<file path="src/rtl/qbio_pkg.sv">
package qbio_pkg;

  typedef enum logic {
    SRC_PIN   = 1'b0,
    SRC_LATCH = 1'b1
  } rd_src_e;

  // Mask with the lowest n bits set (n up to 64).
  function automatic logic [63:0] low_ones(input int n);
    logic [63:0] m;
    m = '0;
    for (int i = 0; i < 64; i++) begin
      if (i < n) m[i] = 1'b1;
    end
    return m;
  endfunction

endpackage

</file>
<file path="src/rtl/qbio_latch.sv">
module qbio_latch #(
  parameter int W      = 8,
  parameter int LIVE_W = 8
) (
  input  logic         clk,
  input  logic         rst_n,
  input  logic         wr_hit,
  input  logic [W-1:0] wdata,
  output logic [W-1:0] latch_q
);
  localparam logic [W-1:0] LIVE_M = W'(qbio_pkg::low_ones(LIVE_W));

  for (genvar i = 0; i < W; i++) begin : g_bit
    if (i < LIVE_W) begin : g_live
      always_ff @(posedge clk or negedge rst_n) begin
        if (!rst_n)      latch_q[i] <= 1'b1;
        else if (wr_hit) latch_q[i] <= wdata[i];
      end
    end else begin : g_unused
      assign latch_q[i] = 1'b1;
    end
  end

  a_r2_load: assert property (@(posedge clk) disable iff (!rst_n)
    wr_hit |=> latch_q == ($past(wdata) | ~LIVE_M));
  a_r2_hold: assert property (@(posedge clk) disable iff (!rst_n)
    !wr_hit |=> $stable(latch_q));
  a_r9_unused_one: assert property (@(posedge clk) disable iff (!rst_n)
    (latch_q | LIVE_M) == {W{1'b1}});

endmodule

</file>
<file path="src/rtl/qbio_sync.sv">
module qbio_sync #(
  parameter int W      = 8,
  parameter int STAGES = 2
) (
  input  logic         clk,
  input  logic         rst_n,
  input  logic [W-1:0] din,
  output logic [W-1:0] dout
);
  logic [W-1:0] stg [STAGES];

  always_ff @(posedge clk or negedge rst_n) begin
    if (!rst_n) stg[0] <= '1;
    else        stg[0] <= din;
  end

  for (genvar s = 1; s < STAGES; s++) begin : g_stage
    always_ff @(posedge clk or negedge rst_n) begin
      if (!rst_n) stg[s] <= '1;
      else        stg[s] <= stg[s-1];
    end
  end

  assign dout = stg[STAGES-1];

  if (STAGES == 2) begin : g_chk
    logic [1:0] warm;
    always_ff @(posedge clk or negedge rst_n) begin
      if (!rst_n)          warm <= '0;
      else if (warm != 2'd2) warm <= warm + 2'd1;
    end
    a_r6_two_edge: assert property (@(posedge clk) disable iff (!rst_n)
      (warm == 2'd2) |-> dout == $past(din, 2));
  end

endmodule

</file>
<file path="src/rtl/qbio_rdmux.sv">
module qbio_rdmux #(
  parameter int W = 8
) (
  input  logic              clk,
  input  logic              rst_n,
  input  logic              rd_en,
  input  qbio_pkg::rd_src_e src,
  input  logic [W-1:0]      latch_q,
  input  logic [W-1:0]      pin_q,
  output logic [W-1:0]      rdata
);
  always_comb begin
    rdata = '0;
    if (rd_en) rdata = (src == qbio_pkg::SRC_LATCH) ? latch_q : pin_q;
  end

  a_r8_quiet: assert property (@(posedge clk) disable iff (!rst_n)
    !rd_en |-> rdata == '0);

endmodule

</file>
<file path="src/rtl/qbio_port.sv">
module qbio_port #(
  parameter int              W        = 8,
  parameter int              LIVE_W   = 8,
  parameter int              ADDR_W   = 8,
  parameter logic [ADDR_W-1:0] SFR_ADDR = 8'hB0,
  parameter int              SYNC_STG = 2
) (
  input  logic              clk,
  input  logic              rst_n,
  input  logic [ADDR_W-1:0] sfr_addr,
  input  logic              sfr_wr,
  input  logic [W-1:0]      sfr_wdata,
  input  logic              sfr_rd,
  input  logic              sfr_rmw,
  output logic [W-1:0]      sfr_rdata,
  input  logic [W-1:0]      alt_out,
  output logic [W-1:0]      alt_in,
  input  logic [W-1:0]      pad_in,
  output logic [W-1:0]      pad_pd_en
);
  localparam logic [W-1:0] LIVE_M = W'(qbio_pkg::low_ones(LIVE_W));

  logic              hit, wr_hit, rd_en;
  logic [W-1:0]      latch_q, pin_q;
  qbio_pkg::rd_src_e src;

  assign hit    = (sfr_addr == SFR_ADDR);
  assign wr_hit = sfr_wr & hit;
  assign rd_en  = sfr_rd & hit;
  assign src    = sfr_rmw ? qbio_pkg::SRC_LATCH : qbio_pkg::SRC_PIN;

  qbio_latch #(.W(W), .LIVE_W(LIVE_W)) u_latch (
    .clk(clk), .rst_n(rst_n), .wr_hit(wr_hit), .wdata(sfr_wdata), .latch_q(latch_q)
  );

  // Pull-down: on unless both the latch and the peripheral release the pin.
  assign pad_pd_en = ~(latch_q & alt_out) & LIVE_M;

  qbio_sync #(.W(W), .STAGES(SYNC_STG)) u_sync (
    .clk(clk), .rst_n(rst_n), .din(pad_in | ~LIVE_M), .dout(pin_q)
  );

  assign alt_in = pin_q;

  qbio_rdmux #(.W(W)) u_rdmux (
    .clk(clk), .rst_n(rst_n), .rd_en(rd_en), .src(src),
    .latch_q(latch_q), .pin_q(pin_q), .rdata(sfr_rdata)
  );

  a_r3_force_low: assert property (@(posedge clk) disable iff (!rst_n)
    ((~latch_q & LIVE_M) & ~pad_pd_en) == '0);
  a_r4_alt_drive: assert property (@(posedge clk) disable iff (!rst_n)
    ((latch_q & LIVE_M) & (pad_pd_en ^ ~alt_out)) == '0);
  a_r9_no_pd: assert property (@(posedge clk) disable iff (!rst_n)
    (pad_pd_en & ~LIVE_M) == '0);
  a_r7_alt_in: assert property (@(posedge clk) disable iff (!rst_n)
    (rd_en && !sfr_rmw) |-> sfr_rdata == alt_in);

endmodule

</file>
<file path="config.mk">
export PLATFORM = sky130hd
export DESIGN_NAME = qbio_port
export DESIGN_NICKNAME = d
export VERILOG_FILES = /design/src/rtl/qbio_pkg.sv /design/src/rtl/qbio_latch.sv /design/src/rtl/qbio_sync.sv /design/src/rtl/qbio_rdmux.sv /design/src/rtl/qbio_port.sv
export SDC_FILE = /design/constraint.sdc
export NUM_CORES = 1
export LEC_CHECK = 0
export BUFFER_PORTS_ARGS = -buffer_cell sky130_fd_sc_hd__buf_4
export CAP_MARGIN = 25
export CORE_UTILIZATION = 43
export CTS_BUF_LIST = sky130_fd_sc_hd__clkbuf_2 sky130_fd_sc_hd__clkbuf_4 sky130_fd_sc_hd__clkbuf_8
export DETAILED_ROUTE_END_ITERATION = 8
export PLACE_DENSITY = 0.78
export SYNTH_ARGS = -nofsm -noshare
export SYNTH_HDL_FRONTEND = slang
export SYNTH_SLANG_ARGS = --single-unit
export TNS_END_PERCENT = 100
</file>
<file path="constraint.sdc">
create_clock -name clk -period 1.2 [get_ports clk]
set_clock_uncertainty 0.05 [all_clocks]
set_input_delay 0.18 -clock clk [delete_from_list [all_inputs] [get_ports clk]]
set_output_delay 0.18 -clock clk [all_outputs]
set_load 0.1 [all_outputs]
</file>
==> results of run 1 <==
-- cell usage after synthesis, drive strengths merged --
cell type / count / area share, %
nand2: 8 / 3.1
nand3: 2 / 2.3
nor4: 1 / 2.2
nor2: 8 / 3.1
mux2i: 8 / 8.2
buf: 9 / 6.5
dfstp: 24 / 64
and4b: 1 / 1.0
mux2: 8 / 9.2
-- kinds of logic after synthesis --
family | share of synthesized area, %
AND/OR/NAND/NOR | 11.6
buffers and inverters | 6.52
flip-flops | 64.4
multiplexers | 17.4
-- stage by stage --
| step | utilization (%) | TNS (ps) |
|---|---|---|
| 2_1_floorplan | - | -3170 |
| 3_3_place_gp | 78.4 | -3830 |
| 3_5_place_dp | 78.4 | -4480 |
==> impl_results.md, run 1 <==
* CTS max path bufs at 2
* Register area share after synthesis at between 60% and 70%
* # resized after CTS at between 80 and 90
* Gate Count Post-Synth at between 60 and 70
* Status: did not finish
* I/O Pins at a little over 60
* Die height at a little under 50 microns
* Post-CTS setup buffers at 5
* Syn nets at about 110
* TritonCTS buffer count at 3
* Syn. warnings at 0
* Die Width at just under 50 microns
* Pre-CTS setup slack at -345 ps
* Placement Cell Area at roughly 0.0016 sq mm
* Syn_area_per_cell at 14.2 sq um
* Placed Cells at 160
* Final GP Congestion at between 0.6 and 0.7
* Count of cell types in the netlist at 11
* Cell Area, Synth at approximately 1000 sq um
* Post-CTS Hold Buffers at 9
* Clock Sinks at 24
* Synth Register Bits at 24
* Root Buffer: clkbuf_4
* Halt Reason: [ERROR DPL-0038] Utilization greater than 100%, impossible to legalize
* IO buf count at 60
* Number of H-tree levels at 1
* Row count at 16
* Effective utilization at floorplan at roughly 48%
* Failing step: 4_1_cts
==> run 2: changes to the inputs <==
- CORE_AREA: default -> 2 2 63 65
- CORE_UTILIZATION: 43 -> default
- CTS_BUF_LIST: sky130_fd_sc_hd__clkbuf_2 sky130_fd_sc_hd__clkbuf_4 sky130_fd_sc_hd__clkbuf_8 -> default
- DIE_AREA: default -> 0 0 65 67
- PLACE_DENSITY: 0.78 -> default
- PLACE_DENSITY_LB_ADDON: default -> 0.15
==> impl_results.md, run 2 <==
* Status: finished with violations (was did not finish)
* Failing checks: hold timing, setup timing
* Synth Register Bits at 24 (unchanged)
* I/O Pins at 61 (unchanged)
* Mux cell area share after synthesis at 17.4% (unchanged)
* CTS tree: built
* IO buf count at 60 (unchanged)
* Rel. slew slack at between 70 and 80%
* Commonest non-fill, non-tap cell in the layout: buf_4
* Die Width at 65 microns (was 49.7 microns)
* Gr usage total at between 10% and 20%
* WS Path Type: register to output port
* Largest family of logic cells by synthesized area: multiplexers (unchanged)
* CTS max path bufs at 2 (unchanged)
* Fin. Hold Viols at 24
* Most frequent cells in the layout: buf_4 (35), dfstp_2 (24), buf_12 (23), buf_6 (17)
* Area growth from synthesis to layout at 125%
* Async set-reset flop share out of synthesis at 100% (unchanged)
* Clock Sinks at 24 (unchanged)
* Via-to-Cell Ratio at 4.16
* Worst EP arrival at ~1200 ps
* Worst-Margin Slew at roughly 300 ps
* Core area at 0.00361 sq mm
* Crit start category: register
* Max layer used: met4
* Worst EP required at 970 ps
* Register area share after synthesis at 64.5% (unchanged)
* Area contributors post-synth: dfstp_2 (64%), mux2_2 (9.2%), mux2i_1 (8.2%), buf_4 (6.1%), nand2_1 (3.1%) (unchanged)
* Clk_lat worst skew at between 200 and 300 ps
* Leakage at 0.988 nW
* Routed len/inst at 13.1 microns
* First-pass GRT wire length at 3.95 mm
* Achievable frequency at slightly below 700 MHz
* Vias at roughly 820
* Layout Nets at ~190
* Setup TNS at -3960 ps
* Synth Flop Type: dfstp_2 (unchanged)
* Placement Cell Area at 0.00162 sq mm (was 0.00160 sq mm)
* Hold crit path type: input port to asynchronous set/reset pin
* Unrepaired setup endpoints after global routing: true
* DRT iter0 DRCs at 0
* N_diodes at 0
* DR WL met2 at roughly 1.5 mm
* Pin count of the biggest net entering global routing at 25
* Final period utilization at 122%
* Crit path launch: u_sync.dout[5]
* Final hold slack at -7.20 ps
* Setup crit end kind: output port
* PD cells at ~900 mW/mm^2
* Synth Area in Compound Gates at 0% (unchanged)
* Fin cells at between 150 and 200
* Routed WL at between 2 and 3 mm
* MaxCap Viol Count at 0
* RR Startpoint: u_latch.latch_q[6]
* Vias in the first global route at 868
* R2R Setup Slk at 290 ps
* Gate Count Post-Synth at 69 (unchanged)
* Final Cell Area at between 0.002 and 0.0025 sq mm
* Most area-hungry cell type in the Yosys netlist: dfstp_2 (unchanged)
* Max VDD drop at 0.679 mV
* Synth Area in Adders at 0% (unchanged)
* Placed Cells at 180 (was 160)
* Final setup margin at -264 ps
* Die height at 67 microns (was 49.7 microns)
* WL met1 at around 900 microns
* Dpl hpwl at 1.67 mm
* Fin. max-slew vios at 0
* Effective utilization at floorplan at 27.1% (was 47.9%)
* Count of cell types in the netlist at 11 (unchanged)
* Simple-gate share of the synthesized area at 11.6% (unchanged)
* Worst Reg-to-Reg Cells at 2
* Synth Area in XOR/XNOR at 0% (unchanged)
* Initial antenna violation count at 0
* Post-synth EDFFs at 0 (unchanged)
* Grt total ovfl at 0
* Cell Area, Synth at 978 sq um (unchanged)
* TritonCTS buffer count at 3 (unchanged)
* Die ar. at roughly 0.0044 sq mm
* Syn nets at 106 (unchanged)
* DRC viols at 0
* Syn. warnings at 0 (unchanged)
* Final Critical Period at roughly 1500 ps
* Syn_area_per_cell at 14.2 sq um (unchanged)
* Final GP Congestion at 0.648 (was 0.624)
* RR Endpoint: u_latch.latch_q[6]
* Critical Path Fanout Max at 2
* Count leader, synth: dfstp_2 (unchanged)
* Share of layout cells above drive strength 1 at between 90% and 100%
* Root Buffer: clkbuf_8 (was clkbuf_4)
* Post-route ant nets at 0
* TritonRoute pass-1 iters at 1
* Filler cell count at slightly below 300
* Number of H-tree levels at 1 (unchanged)
* Met3 routed WL at about 150 microns
* Final setup fails at 24
* Top cell type's share of synthesized area at 64.5% (unchanged)
* CTS clk-pin slew, worst paths at about 80 ps
* Row count at 22 (was 16)
## run 2: stage by stage
step	total power, W	hold slack, ps	setup slack [ps]	util (%)
after floorplan	0.00115	-17.8	-397	-
after global placement	0.00130	238	-365	44.9
after detailed placement	0.00131	239	-383	44.9
after CTS	0.00197	15.8	-245	59.2
after global routing	0.00206	36.5	-308	61.1
final	0.00197	-7.20	-264	61.1
## run 2: what timing repair did
action,in CTS,in global routing
setup buffers,4,2
endpoints found under the hold margin,8,0
gates resized for setup,87,15
pin swaps,11,11
hold buffers,8,0
setup endpoints to repair,24,24
## run 2: critical path, cell delays in order (launching register included)
cell and delay (ps):
dfstp_2 560, mux2i_2 100, nor2_4 130, buf_12 180
## run 2: layout make-up
cell class                      count  area, sq um  area share (%)
Tap cell                           48         60.1            2.72
Clock buffer                        4         55.1            2.50
Sequential cell                    24          631            28.6
Multi-Input combinational cell     36          449            20.4
Timing Repair Buffer               84         1010            45.8
## run 2: metal layers
metal | vias to the layer above | track usage, %
met4 | 0 | 3.99
li1 | 383 | -
met5 | - | 0
met3 | 3 | 2.53
met2 | 34 | 24.1
met1 | 395 | 12.5
## run 2: cell families (layout without fill, tap and decap cells)
| kind of cell | count (synthesis) | count (layout) |
|---|---|---|
| muxes | 16 | 16 |
| DFF | 24 | 24 |
| and+or+nand+nor | 20 | 20 |
| buffers and inverters | 9 | 88 |
## run 2: worst max-delay path by stage
stage	end	slack (ps)	cells after the start
floorplan	sfr_rdata[0]	-400	3
global placement	sfr_rdata[0]	-370	6
detailed placement	sfr_rdata[2]	-380	6
CTS	sfr_rdata[2]	-240	6
global route	sfr_rdata[5]	-310	3
finish	sfr_rdata[5]	-260	3
## run 2: power breakdown
group / switching, W / internal, W / leakage [nW] / total, W
Combinational: 0.000275 / 0.000253 / 0.708 / 0.000528
Sequential: 0.0000267 / 0.000882 / 0.251 / 0.000909
Clock: 0.000244 / 0.000293 / 0.0288 / 0.000536
Total: 0.000546 / 0.00143 / 0.988 / 0.00197
No activity file was read; power rests on OpenSTA's default activity.
==> run 3: changes to the inputs <==
- clock period: 1.2 -> 1.5 ns (I/O delays scaled with it)
==> impl_results.md, run 3 (same netlist as run 2, synthesis figures left out) <==
* Status: finished with violations (unchanged)
* Failing checks: setup timing (was hold timing, setup timing)
* Core area at 0.00361 sq mm (unchanged)
* Die height at 67 microns (unchanged)
* Routed WL at 2.18 mm (was 2.56 mm)
* Pin count of the biggest net entering global routing at 25 (unchanged)
* Hold crit path type: input port to register (was input port to asynchronous set/reset pin)
* Root Buffer: clkbuf_8 (unchanged)
* Setup crit end kind: output port (unchanged)
* IO buf count at 60 (unchanged)
* Worst-Margin Slew at 296 ps (was 300 ps)
* Initial antenna violation count at 0 (unchanged)
* Post-route ant nets at 0 (unchanged)
* Final Critical Period at 1530 ps
* Grt total ovfl at 0 (unchanged)
* Post-CTS Hold Buffers at 0 (was 8)
* Setup TNS at -143 ps (was -3960 ps)
* Hold Startpoint: pad_in[1]
* Net switching power at 0.000387 W (was 0.000546 W)
* Commonest non-fill, non-tap cell in the layout: buf_4 (unchanged)
* Clock Sinks at 24 (unchanged)
* Area growth from synthesis to layout at 71.2% (was 125%)
* DRT iter0 DRCs at 5 (was 0)
* Rel. slew slack at 80.1% (was 79.8%)
* Die ar. at 0.00436 sq mm (unchanged)
* Final setup margin at -34.6 ps (was -264 ps)
* Layout Nets at 164 (was 186)
* Effective utilization at floorplan at 27.1% (unchanged)
* CTS clk-pin slew, worst paths at 80 ps (about the same)
* Fin. max-slew vios at 0 (unchanged)
* Fin. Hold Viols at 0 (was 24)
* Final GP Congestion at 0.639 (was 0.648)
* Part of the power in registers at 52.4% (was 46.0%)
* First-pass GRT wire length at 3.52 mm (was 3.95 mm)
* Crit start category: input port (was register)
* Crit path launch: sfr_addr[2] (was u_sync.dout[5])
* Critical Path Fanout Max at 8 (was 2)
* Vias at 706 (was 815)
* Leakage at 0.714 nW (was 0.988 nW)
* WS Path Type: input port to output port (was register to output port)
* N_diodes at 0 (unchanged)
* Gr usage total at 10.8% (was 12.1%)
* TritonRoute pass-1 iters at 2 (was 1)
* Worst EP arrival at 1260 ps (was 1230 ps)
* Switch share at 28.1% (was 27.6%)
* Achievable frequency at between 600 and 700 MHz
* Number of H-tree levels at 1 (unchanged)
* RR Startpoint: u_latch.latch_q[2] (was u_latch.latch_q[6])
* Worst EP required at 1220 ps (was 970 ps)
* Unrepaired setup endpoints after global routing: true (unchanged)
* I/O Pins at 61 (unchanged)
* Max VDD drop at 0.372 mV (was 0.679 mV)
* Final period utilization at 102%
* Via-to-Cell Ratio at 4.08 (was 4.16)
* TritonCTS buffer count at 3 (unchanged)
* Combinational Power Share at 21.1% (was 26.8%)
* Int Pwr at 0.000989 W (was 0.00143 W)
* Clock network power share at 26.5% (was 27.2%)
* CTS max path bufs at 2 (unchanged)
* CTS tree: built (unchanged)
* DRC viols at 0 (unchanged)
* Routed len/inst at 12.6 microns (was 13.1 microns)
* Final setup fails at 7 (was 24)
* MaxCap Viol Count at 0 (unchanged)
* Row count at 22 (unchanged)
* PD cells at 821 mW/mm^2 (was 895 mW/mm^2)
* Fin util at 46.5% (was 61.1%)
* Share of layout cells above drive strength 1 at 87.2% (was 93.2%)
* Clk_lat worst skew at 250 ps (was 260 ps)
* Die Width at 65 microns (unchanged)
* Most frequent cells in the layout: buf_4 (51), dfstp_2 (24), buf_12 (9) (was buf_4 (35), dfstp_2 (24), buf_12 (23), buf_6 (17))
* Vias in the first global route at 748 (was 868)
==> run 3: cell count changes in the layout (fill, tap and decap cells not counted), moves of 5 or more <==
| cell | previous run | this run |
|---|---|---|
| buf_6 | 17 | 2 |
| dlygate4sd3_1 | 8 | 0 |
| mux2i_2 | 5 | 0 |
| buf_12 | 23 | 9 |
| nand2_4 | 8 | 0 |
| mux2i_1 | 2 | 8 |
| nand2_1 | 0 | 8 |
| buf_4 | 35 | 51 |
==> run 3: worst paths after layout <==
kind,end,slack [ps],depth (start not counted)
setup / recovery,sfr_rdata[1],-30,6
hold / removal,u_sync.stg[9],20,1
setup reg to reg,u_latch.latch_q[2],710,1
hold reg to reg,u_sync.dout[7],310,0
max in group asynchronous,u_sync.stg[14],1320,1
min in group asynchronous,u_sync.stg[8],50,1
==> run 3: critical path, cell delays in order <==
cell and delay (ps):
buf_6 90, nor4_4 340, nand3_4 110, buf_12 170, nor2_4 130, buf_12 180
==> run 3: power by group through the flow <==
| stage | Clock, W | Combinational (W) | Sequential (W) |
|---|---|---|---|
| 2_1_floorplan | 0 | 0.000188 | 0.000726 |
| 6_report | 0.000364 | 0.000290 | 0.000721 |
| 5_1_grt | 0.000414 | 0.000304 | 0.000727 |
| 3_5_place_dp | 0 | 0.000291 | 0.000733 |
| 3_3_place_gp | 0 | 0.000289 | 0.000731 |
| 4_1_cts | 0.000382 | 0.000294 | 0.000723 |
==> run 3: stage by stage <==
stage | power, W | setup slack (ps) | hold WS, ps | std cells | area, sq um
2_1_floorplan | 0.000914 | -187 | 27.2 | 69 | 1050
3_3_place_gp | 0.00102 | -173 | 283 | 169 | 1520
3_5_place_dp | 0.00102 | -182 | 284 | 169 | 1520
4_1_cts | 0.00140 | -41.9 | 11.5 | 173 | 1680
5_1_grt | 0.00144 | -105 | 0.279 | 173 | 1680
6_report | 0.00138 | -34.6 | 16.3 | 173 | 1680
==> run 3: routing by layer <==
layer | track usage [%] | up-vias | routed length, microns | share of wire [%]
met4 | 3.19 | 0 | 0 | 0
met2 | 18.4 | 37 | 1130 | 52
met5 | 0 | - | 0 | 0
met3 | 3.21 | 0 | 240 | 11
met1 | 13.2 | 333 | 813 | 37
li1 | - | 336 | - | -
==> run 3: timing repair <==
action                     CTS  global route
pin swaps                    5             1
setup buffers                1             0
resized for setup           27             0
setup endpoints to repair    8             8
==> run 3: layout make-up <==
cell class              instances  area, sq um
multi-input cells              36          358
clock buffers                   3         41.3
flip-flops and latches         24          631
well taps                      48         60.1
repair buffers                 62          586
fillers                       346         1930
